--- src/rtl/alarm_flag_unit.sv ---
module alarm_flag_unit #(
  parameter int DW = 8,
  parameter int AW = 4
) (
  input  logic          clk,
  input  logic          rst_n,
  input  logic [AW-1:0] addr,
  input  logic          rd_en,
  input  logic          wr_en,
  input  logic [DW-1:0] wdata,
  output logic [DW-1:0] rdata,
  input  logic [DW-1:0] cur_sec,
  input  logic [DW-1:0] cur_min,
  input  logic [DW-1:0] cur_hour,
  input  logic [DW-1:0] ctrl_reg,
  input  logic          upd_done,
  input  logic          per_pulse,
  output logic          irq_n
);
  localparam logic [AW-1:0] A_SEC   = AW'(0);
  localparam logic [AW-1:0] A_ASEC  = AW'(1);
  localparam logic [AW-1:0] A_MIN   = AW'(2);
  localparam logic [AW-1:0] A_AMIN  = AW'(3);
  localparam logic [AW-1:0] A_HOUR  = AW'(4);
  localparam logic [AW-1:0] A_AHOUR = AW'(5);
  localparam logic [AW-1:0] A_FLAGS = AW'(12);

  logic [DW-1:0] alm_s, alm_m, alm_h;
  logic pf_q, af_q, uf_q;

  function automatic logic field_hit(input logic [DW-1:0] a, input logic [DW-1:0] t);
    return (&a[DW-1:DW-2]) || (a == t);
  endfunction

  wire alarm_ev = upd_done && field_hit(alm_s, cur_sec)
                           && field_hit(alm_m, cur_min)
                           && field_hit(alm_h, cur_hour);
  wire flag_rd  = rd_en && (addr == A_FLAGS);
  wire irq_req  = (pf_q && ctrl_reg[6]) || (af_q && ctrl_reg[5]) || (uf_q && ctrl_reg[4]);

  assign irq_n = ~irq_req;

  always_ff @(posedge clk) begin
    if (!rst_n) begin
      alm_s <= '0;
      alm_m <= '0;
      alm_h <= '0;
    end else if (wr_en) begin
      case (addr)
        A_ASEC:  alm_s <= wdata;
        A_AMIN:  alm_m <= wdata;
        A_AHOUR: alm_h <= wdata;
        default: ;
      endcase
    end
  end

  always_ff @(posedge clk) begin
    if (!rst_n) begin
      pf_q <= 1'b0;
      af_q <= 1'b0;
      uf_q <= 1'b0;
    end else if (flag_rd) begin
      pf_q <= per_pulse;
      af_q <= alarm_ev;
      uf_q <= upd_done;
    end else begin
      pf_q <= pf_q | per_pulse;
      af_q <= af_q | alarm_ev;
      uf_q <= uf_q | upd_done;
    end
  end

  always_comb begin
    rdata = '0;
    if (rd_en) begin
      case (addr)
        A_SEC:   rdata = cur_sec;
        A_ASEC:  rdata = alm_s;
        A_MIN:   rdata = cur_min;
        A_AMIN:  rdata = alm_m;
        A_HOUR:  rdata = cur_hour;
        A_AHOUR: rdata = alm_h;
        A_FLAGS: rdata = DW'({irq_req, pf_q, af_q, uf_q, 4'b0000});
        default: rdata = '0;
      endcase
    end
  end
endmodule


--- config.mk ---
export PLATFORM = sky130hd
export DESIGN_NAME = alarm_flag_unit
export DESIGN_NICKNAME = d
export VERILOG_FILES = /design/src/rtl/alarm_flag_unit.sv
export SDC_FILE = /design/constraint.sdc
export NUM_CORES = 1
export LEC_CHECK = 0
export CORE_ASPECT_RATIO = 1.2
export CORE_UTILIZATION = 35
export CTS_BUF_LIST = sky130_fd_sc_hd__clkbuf_4 sky130_fd_sc_hd__clkbuf_8
export DETAILED_ROUTE_END_ITERATION = 16
export DONT_BUFFER_PORTS = 1
export PLACE_DENSITY = 0.55
export SETUP_SLACK_MARGIN = 0.4
export SKIP_CTS_REPAIR_TIMING = 1
export SLEW_MARGIN = 20
export SYNTH_ARGS = -nofsm -noshare
export SYNTH_HDL_FRONTEND = slang
export SYNTH_SLANG_ARGS = --single-unit
--- constraint.sdc ---
create_clock -name clk -period 1.4 [get_ports clk]
set_clock_uncertainty 0.2 [all_clocks]
set_input_delay 0 -clock clk [delete_from_list [all_inputs] [get_ports clk]]
set_output_delay 0 -clock clk [all_outputs]
set_load 0.01 [all_outputs]
==> flow_summary.json, run 1 <==
{
  "r2r_slack_ns": -0.15,
  "avgSynthCellArea_um2": 9.749,
  "crit_start": "alm_m[4]$_SDFFE_PN0P_",
  "post_drt_wl_per_cell_um": 19.31,
  "start_util_pct": 36.64,
  "synth.cell_area_um2": 1823,
  "root_buffer": "clkbuf_8",
  "r2r-start": "alm_h[5]$_SDFFE_PN0P_",
  "worstPathCellList": "buf_6 -> mux4_2 -> a22oi_2 -> nor2_2",
  "post-route-drc-count": 0,
  "antenna_found_initial": 0,
  "area_growth_pct": 25.33,
  "clock_power_share_pct": 30.0,
  "drt_iter0_markers": 40,
  "grt_usage_pct": 18.62,
  "crit_type": "reg2out",
  "syn_nets": 237,
  "drtAntennaViolNets": 0,
  "drive_above_1_share_pct": 38.65,
  "diodes": 0,
  "met1_usage_pct": 22.21,
  "yosysTopAreaCell": "dfxtp_1",
  "period_needed_ns": 1.670,
  "ys_warn_count": 0,
  "combPwrFrac_pct": 16.2,
  "top_usage_layer": "met2",
  "status": "finished, violations left",
  "io_pins": 59,
  "grt_pass1_wl_um": 7596,
  "die_width_um": 67.88,
  "max_stage_delay_ns": 0.49,
  "period_share_pct": 119.3,
  "grt_overflow": 0,
  "endpoint_kind": "output pin",
  "clk_pin_slew_ns": 0.09,
  "gr-usage-met3_pct": 4.354,
  "violations": "negative hold slack, negative setup slack",
  "die_h_um": 81.06,
  "relSlewSlack_pct": 45.51,
  "fp.coreArea_um2": 4975,
  "grt_pass1_vias": 1545,
  "grt_max_degree": 29,
  "cts_sinks": 27,
  "yosys.area.top_type_share_pct": 29.65,
  "synthDistinctLibCells": 35,
  "hold_viol_final": 29,
  "hold_slack_ns": -0.3453,
  "finalSetupViolations": 10,
  "fin_nets": 258,
  "drv_cap": 0,
  "tightestPinTransition_ns": 0.8137,
  "htree_levels": 1,
  "swShare_pct": 24.46,
  "vdd_drop_max_v": 0.0004438,
  "dp.cells": 259,
  "synth_cells": 187,
  "worst-path-max-fanout": 2,
  "io_buffers": 0,
  "p_switching_uw": 360.1,
  "num_rows": 28,
  "vias_per_cell": 5.596,
  "die_area_um2": 5502,
  "arrival_ns": 1.47,
  "critPathSlowestCell": "mux4_2",
  "holdCritStartpoint": "rst_n",
  "power_density_nw_per_um2": 644.4,
  "timing.final.ws_setup_ns": -0.2697,
  "fmax_mhz": 598.9,
  "nFillCells": 492,
  "drt_wl_total_um": 5157,
  "grt_setup_unrepaired": "yes",
  "cts_buffer_depth": 2,
  "place_ws_ns": -0.1648,
  "leakage_uw": 0.0009567,
  "min_path_type": "in2reg",
  "cts_buffers": 3,
  "num_vias": 1494,
  "finalWeightedCongestion": 0.8675,
  "power_frac_seq_pct": 53.9,
  "synth_top_cells_by_area": "dfxtp_1 30%, mux2i_1 18%, xor2_1 12%",
  "met2_usage_pct": 32.28,
  "synth_seq_cells": 27,
  "p_total_uw": 1472,
  "slew_violations": 0,
  "crit_path_start_kind": "register",
  "crit_required_ns": 1.20,
  "cell_internal_pwr_uw": 1112,
  "tritoncts": "done",
  "first_pass_iters": 6,
  "ys_seq_area_share_pct": 29.65,
  "worstSkewPairLatency_ns": 0.27,
  "dp_hpwl_um": 3973,
  "final_cells": 267
}
## cells in the final DEF (no fill, tap or decap), drive strengths merged, types with 2 or more instances in the layout
cell type and count:
a21oi 6, a22oi 7, buf 25, clkbuf 3, dfxtp 27, inv 2, mux2i 32, mux4 6
nand2 4, nand2b 2, nand3 3, nand4 2, nor2 12, nor2b 29, nor3 2, nor4 6
o2bb2ai 2, xor2 24
## synthesized netlist by cell type (all sizes together)
| cell type | instances |
|---|---|
| a22o | 1 |
| o22ai | 1 |
| mux2 | 1 |
| o21ai | 1 |
| nand3 | 3 |
| a21oi | 6 |
| nor2 | 12 |
| o32a | 1 |
| o211ai | 1 |
| inv | 2 |
| mux2i | 32 |
| nand4 | 2 |
| nor3 | 2 |
| and4b | 1 |
| clkbuf | 2 |
| nor4 | 6 |
| o41ai | 1 |
| mux4 | 6 |
| a222oi | 1 |
| and2b | 1 |
| nor2b | 29 |
| a22oi | 7 |
| xor2 | 24 |
| buf | 7 |
| dfxtp | 27 |
| nand2 | 4 |
| a221oi | 1 |
| o2bb2ai | 2 |
| o221a | 1 |
| nand2b | 2 |
## cell families (layout without fill, tap and decap cells)
logic type | Yosys count | in the layout | share of synthesized area (%)
flip-flops | 27 | 27 | 29.65
XOR/XNOR | 24 | 24 | 11.53
buffers and inverters | 11 | 31 | 3.157
multiplexers | 39 | 39 | 25.60
AND/OR/NAND/NOR | 62 | 62 | 19.97
AO/OA/AOI/OAI | 24 | 24 | 10.09
## state kept, by name, indices dropped and copies added (netlist names)
name   flops
af_q       1
alm_s      8
alm_h      8
alm_m      8
uf_q       1
pf_q       1
## path summary, 6_finish.rpt
path | endpoint | depth (start not counted)
max reg2reg | af_q$_SDFF_PN0_ | 4
min | alm_s[4]$_SDFFE_PN0P_ | 1
min reg2reg | alm_s[0]$_SDFFE_PN0P_ | 2
max | rdata[4] | 4
## routing by layer
| layer | wire length (µm) | vias to the layer above |
|---|---|---|
| li1 | - | 717 |
| met1 | 2138 | 732 |
| met2 | 2670 | 41 |
| met3 | 316 | 4 |
| met4 | 31 | 0 |
| met5 | 0 | - |
## per-stage QoR
step	hold slack [ns]	instance area (µm²)	utilization, %	setup TNS (ns)
2_1_floorplan	-0.1109	1884	-	0
3_3_place_gp	-0.1726	2071	41.62	-0.1366
3_5_place_dp	-0.1724	2071	41.62	-0.1648
4_1_cts	-0.3503	2117	42.56	-2.032
5_1_grt	-0.3543	2285	45.93	-2.289
6_report	-0.3453	2285	45.93	-1.806
## critical path, delay by kind of cell, from the launching register on
family,cells,cell delay [ns]
flip-flops,1,0.34
AO/OA/AOI/OAI,1,0.18
buffers and inverters,1,0.11
AND/OR/NAND/NOR,1,0.08
multiplexers,1,0.49
## power groups by stage
stage | sequential, µW | clock [µW] | combinational, µW
finish | 793 | 441 | 238
global route | 794 | 488 | 254
CTS | 791 | 456 | 209
detailed placement | 809 | 0 | 208
global placement | 808 | 0 | 203
floorplan | 807 | 0 | 199
## final cells by class
cell class	instances	area, µm²	share of cell area (%)
timing repair buffer	25	241.5	10.57
clock buffer	3	41.29	1.807
sequential	27	563.0	24.64
tap	60	75.07	3.286
inverter	2	7.507	0.3286
multi-input combinational	149	1351	59.15
clock inverter	1	5.005	0.2191
Power figures use the tool's default switching activity.
==> run 2, diff against run 1 <==
Settings changed: CELL_PAD_IN_SITES_DETAIL_PLACEMENT set to 0, CELL_PAD_IN_SITES_GLOBAL_PLACEMENT set to 2, PLACE_DENSITY 0.55 to 0.81.
==> flow_summary.json, run 2 (synthesized netlist as in run 1, its figures left out) <==
{
  "die_area_um2": 5502,
  "worst-path-max-fanout": 2,
  "power_density_nw_per_um2": 639.2,
  "root_buffer": "clkbuf_8",
  "hold_viol_final": 21,
  "period_needed_ns": 1.706,
  "die_h_um": 81.06,
  "violations": "negative hold slack, negative setup slack",
  "max_stage_delay_ns": 0.48,
  "clk_pin_slew_ns": 0.10,
  "period_share_pct": 121.9,
  "finalWeightedCongestion": 0.8273,
  "crit_required_ns": 1.20,
  "antenna_found_initial": 0,
  "htree_levels": 1,
  "critPathSlowestCell": "mux4_2",
  "drt_iter0_markers": 56,
  "grt_max_degree": 29,
  "finalSetupViolations": 9,
  "area_growth_pct": 31.78,
  "cts_sinks": 27,
  "timing.final.ws_setup_ns": -0.3065,
  "nFillCells": 456,
  "grt_pass1_vias": 1516,
  "fin_nets": 270,
  "crit_path_start_kind": "register",
  "io_buffers": 0,
  "grt_setup_unrepaired": "yes",
  "grt_overflow": 0,
  "min_path_type": "in2out",
  "slew_violations": 0,
  "final_cell_mix": "30 x mux2i_1, 28 x nor2b_1, 24 x xor2_1",
  "tightestPinTransition_ns": 0.8277,
  "cts_buffer_depth": 2,
  "worstSkewPairLatency_ns": 0.28,
  "cp_top_family": "multiplexers",
  "m1WireLength_um": 2236,
  "grt_pass1_wl_um": 7790,
  "num_rows": 28,
  "io_pins": 59,
  "vdd_drop_max_v": 0.0003106,
  "routed.top_layer": "met4",
  "tritoncts": "done",
  "die_width_um": 67.88,
  "diodes": 0,
  "layout_commonest_cell": "mux2i_1",
  "status": "finished, violations left",
  "crit_type": "reg2out",
  "cts_buffers": 3,
  "relSlewSlack_pct": 44.64,
  "vias_per_cell": 5.548,
  "drive_above_1_share_pct": 36.99,
  "drv_cap": 0,
  "wl_met3_um": 330,
  "reg_top3": "alm_h x8, alm_m x8, alm_s x8",
  "dp_hpwl_um": 4042,
  "drtAntennaViolNets": 0,
  "finalSetupTns_ns": -1.710,
  "dp.cells": 258,
  "fmax_mhz": 586.0,
  "fp.coreArea_um2": 4975,
  "num_vias": 1548,
  "leakage_uw": 0.001011,
  "post-route-drc-count": 0,
  "hold_slack_ns": -0.1733,
  "drt_wl_total_um": 5335,
  "wl_met2_um": 2649,
  "post_drt_wl_per_cell_um": 19.12,
  "grt_usage_pct": 19.58,
  "worstPathCellList": "buf_6 -> mux4_2 -> a22oi_2 -> nor2_2",
  "final_cells": 279,
  "endpoint_kind": "output pin",
  "critPathBufInv": 1,
  "first_pass_iters": 4,
  "start_util_pct": 36.64,
  "arrival_ns": 1.51
}
run 2: cell types whose count changed in the layout (fill, tap and decap cells not counted):
cell,previous run,this run
a21oi_2,3,4
a21oi_4,1,0
buf_4,13,14
buf_6,11,10
dfxtp_1,9,11
dfxtp_2,18,16
dlygate4sd3_1,0,12
nor2_1,7,5
nor2_2,4,6
nor4_1,3,2
nor4_2,3,4
run 2: metal layers:
layer,track usage [%],vias up
met4,8.333,0
met1,23.86,753
li1,-,741
met5,0,-
met3,3.652,11
met2,33.07,43
run 2: area by class of cell:
type	instances	area [µm²]	area share [%]
flip-flops and latches	27	560.5	23.33
inverters	2	7.507	0.3125
multi-input cells	149	1355	56.41
well taps	60	75.07	3.125
clock buffers	3	41.29	1.719
clock inverters	1	5.005	0.2083
repair buffers	37	357.8	14.90
run 2: worst register-to-register path, cell delays in order, from the launching register on:
cell and delay (ns):
dfxtp_2 0.34, xor2_1 0.16, nor4_2 0.36, a22oi_1 0.13, o41ai_2 0.29
run 2: report_power, final:
group | total, µW | switching [µW] | internal, µW | leakage, µW
combinational | 283 | 129 | 154 | 0.000760
sequential | 793 | 11.1 | 782 | 0.000226
clock | 460 | 260 | 200 | 0.0000255
run 2: worst paths after layout:
check | cells past startpoint | start | slack, ns | end
worst max-delay path | 4 | alm_m[4]$_SDFFE_PN0P_ | -0.31 | rdata[4]
worst min register to register | 2 | pf_q$_SDFF_PN0_ | 0.35 | pf_q$_SDFF_PN0_
worst max register to register | 4 | alm_s[3]$_SDFFE_PN0P_ | -0.17 | af_q$_SDFF_PN0_
worst min-delay path | 1 | addr[3] | -0.17 | rdata[1]
run 2: per-stage QoR:
step | util, % | power [µW] | setup WS, ns | cell area (µm²)
2_1_floorplan | - | 1006 | 0.02795 | 1884
3_3_place_gp | 41.47 | 1013 | -0.1725 | 2063
3_5_place_dp | 41.47 | 1016 | -0.1779 | 2063
4_1_cts | 42.40 | 1464 | -0.3179 | 2110
5_1_grt | 48.29 | 1596 | -0.3468 | 2402
6_report | 48.29 | 1536 | -0.3065 | 2402
==> run 3, diff against run 2 <==
Settings changed: GPL_ROUTABILITY_DRIVEN set to 0, REMOVE_ABC_BUFFERS set to 1.
==> flow_summary.json, run 3 (synthesized netlist as in run 1, its figures left out) <==
{
  "status": "finished, violations left",
  "violations": "negative hold slack, negative setup slack",
  "finalSetupViolations": 10,
  "layout_commonest_cell": "mux2i_1",
  "drtAntennaViolNets": 0,
  "fp.coreArea_um2": 4975,
  "die_h_um": 81.06,
  "io_buffers": 0,
  "drv_cap": 0,
  "vdd_drop_max_v": 0.0004237,
  "min_path_type": "in2reg",
  "worstPathCellList": "buf_6 -> mux4_2 -> nand2_2 -> a21oi_2 -> buf_4",
  "clk_pin_slew_ns": 0.10,
  "post-route-drc-count": 0,
  "final_cell_mix": "30 x mux2i_1, 28 x nor2b_1, 24 x xor2_1",
  "num_vias": 1603,
  "placed_area_um2": 2103,
  "tightestPinTransition_ns": 0.9160,
  "endpoint_kind": "output pin",
  "hold_viol_final": 14,
  "die_width_um": 67.88,
  "period_needed_ns": 1.705,
  "grt_pass1_wl_um": 8059,
  "timing.final.ws_setup_ns": -0.3052,
  "tritoncts": "done",
  "arrival_ns": 1.51,
  "root_buffer": "clkbuf_8",
  "leakage_uw": 0.001063,
  "num_rows": 28,
  "post_drt_wl_per_cell_um": 19.33,
  "diodes": 0,
  "grt_overflow": 0,
  "worstSkewPairLatency_ns": 0.28,
  "die_area_um2": 5502,
  "fmax_mhz": 586.5,
  "drt_wl_total_um": 5585,
  "worst-path-max-fanout": 3,
  "grt_pass1_vias": 1555,
  "power_density_nw_per_um2": 638.9,
  "drt_iter0_markers": 85,
  "critPathSlowestCell": "mux4_2",
  "start_util_pct": 36.64,
  "slew_violations": 0,
  "vias_per_cell": 5.547,
  "grt_usage_pct": 20.01,
  "reg_top3": "alm_h x8, alm_m x8, alm_s x8",
  "hold_slack_ns": -0.1225,
  "crit_path_start_kind": "register",
  "nFillCells": 471,
  "htree_levels": 1,
  "cts_buffer_depth": 2,
  "relSlewSlack_pct": 38.73,
  "place_ws_ns": -0.3045,
  "finalSetupTns_ns": -2.303,
  "fin_util_pct": 49.47,
  "p_total_uw": 1573,
  "crit_type": "reg2out",
  "period_share_pct": 121.8,
  "first_pass_iters": 4,
  "fin_nets": 280,
  "crit_required_ns": 1.20,
  "antenna_found_initial": 0,
  "drive_above_1_share_pct": 36.68,
  "io_pins": 59,
  "cts_buffers": 3,
  "max_stage_delay_ns": 0.48,
  "final_area_um2": 2461,
  "grt_setup_unrepaired": "yes",
  "cts_sinks": 27,
  "dp_hpwl_um": 3976,
  "grt_max_degree": 29,
  "area_growth_pct": 35.00
}
## run 3: where the power goes
group          leakage, µW  switching [µW]  internal, µW  total [µW]
sequential        0.000225            10.1           782         792
combinational     0.000812             130           166         295
clock            0.0000262             262           224         486
total              0.00106             402          1170        1570
## run 3: layer usage
metal | up-vias | wire (µm) | track usage [%]
li1 | 761 | - | -
met1 | 788 | 2329 | 25.39
met2 | 44 | 2876 | 32.67
met3 | 10 | 268 | 4.494
met4 | 0 | 111 | 7.292
met5 | - | 0 | 0
## run 3: final cells by class
| type | instances | area (µm²) | area share, % |
|---|---|---|---|
| Sequential cell | 27 | 558.0 | 22.67 |
| Clock buffer | 4 | 48.80 | 1.983 |
| Multi-Input combinational cell | 149 | 1306 | 53.08 |
| Tap cell | 60 | 75.07 | 3.050 |
| Inverter | 2 | 7.507 | 0.3050 |
| Timing Repair Buffer | 47 | 465.4 | 18.91 |
## run 3: worst max-delay path: cells and delay by family (launching register included)
family          cells  cell delay [ns]
compound gates      1             0.05
buf+inv             2             0.28
flops               1             0.34
mux                 1             0.48
simple gates        1             0.08
## run 3: worst paths after layout
path                                end  slack (ns)                  start  cells after the start
hold reg to reg   alm_h[1]$_SDFFE_PN0P_        0.34  alm_h[1]$_SDFFE_PN0P_                      2
setup / recovery               rdata[7]       -0.31  alm_h[7]$_SDFFE_PN0P_                      5
setup reg to reg        af_q$_SDFF_PN0_       -0.20  alm_h[0]$_SDFFE_PN0P_                      5
hold / removal    alm_h[5]$_SDFFE_PN0P_       -0.12                addr[0]                      3
## run 3: stage by stage
| step | hold slack, ns | std cells |
|---|---|---|
| 6_report | -0.1225 | 289 |
| 5_1_grt | -0.1033 | 289 |
| 4_1_cts | -0.3562 | 271 |
| 3_5_place_dp | -0.06468 | 267 |
| 3_3_place_gp | -0.06703 | 267 |
| 2_1_floorplan | -0.1456 | 178 |
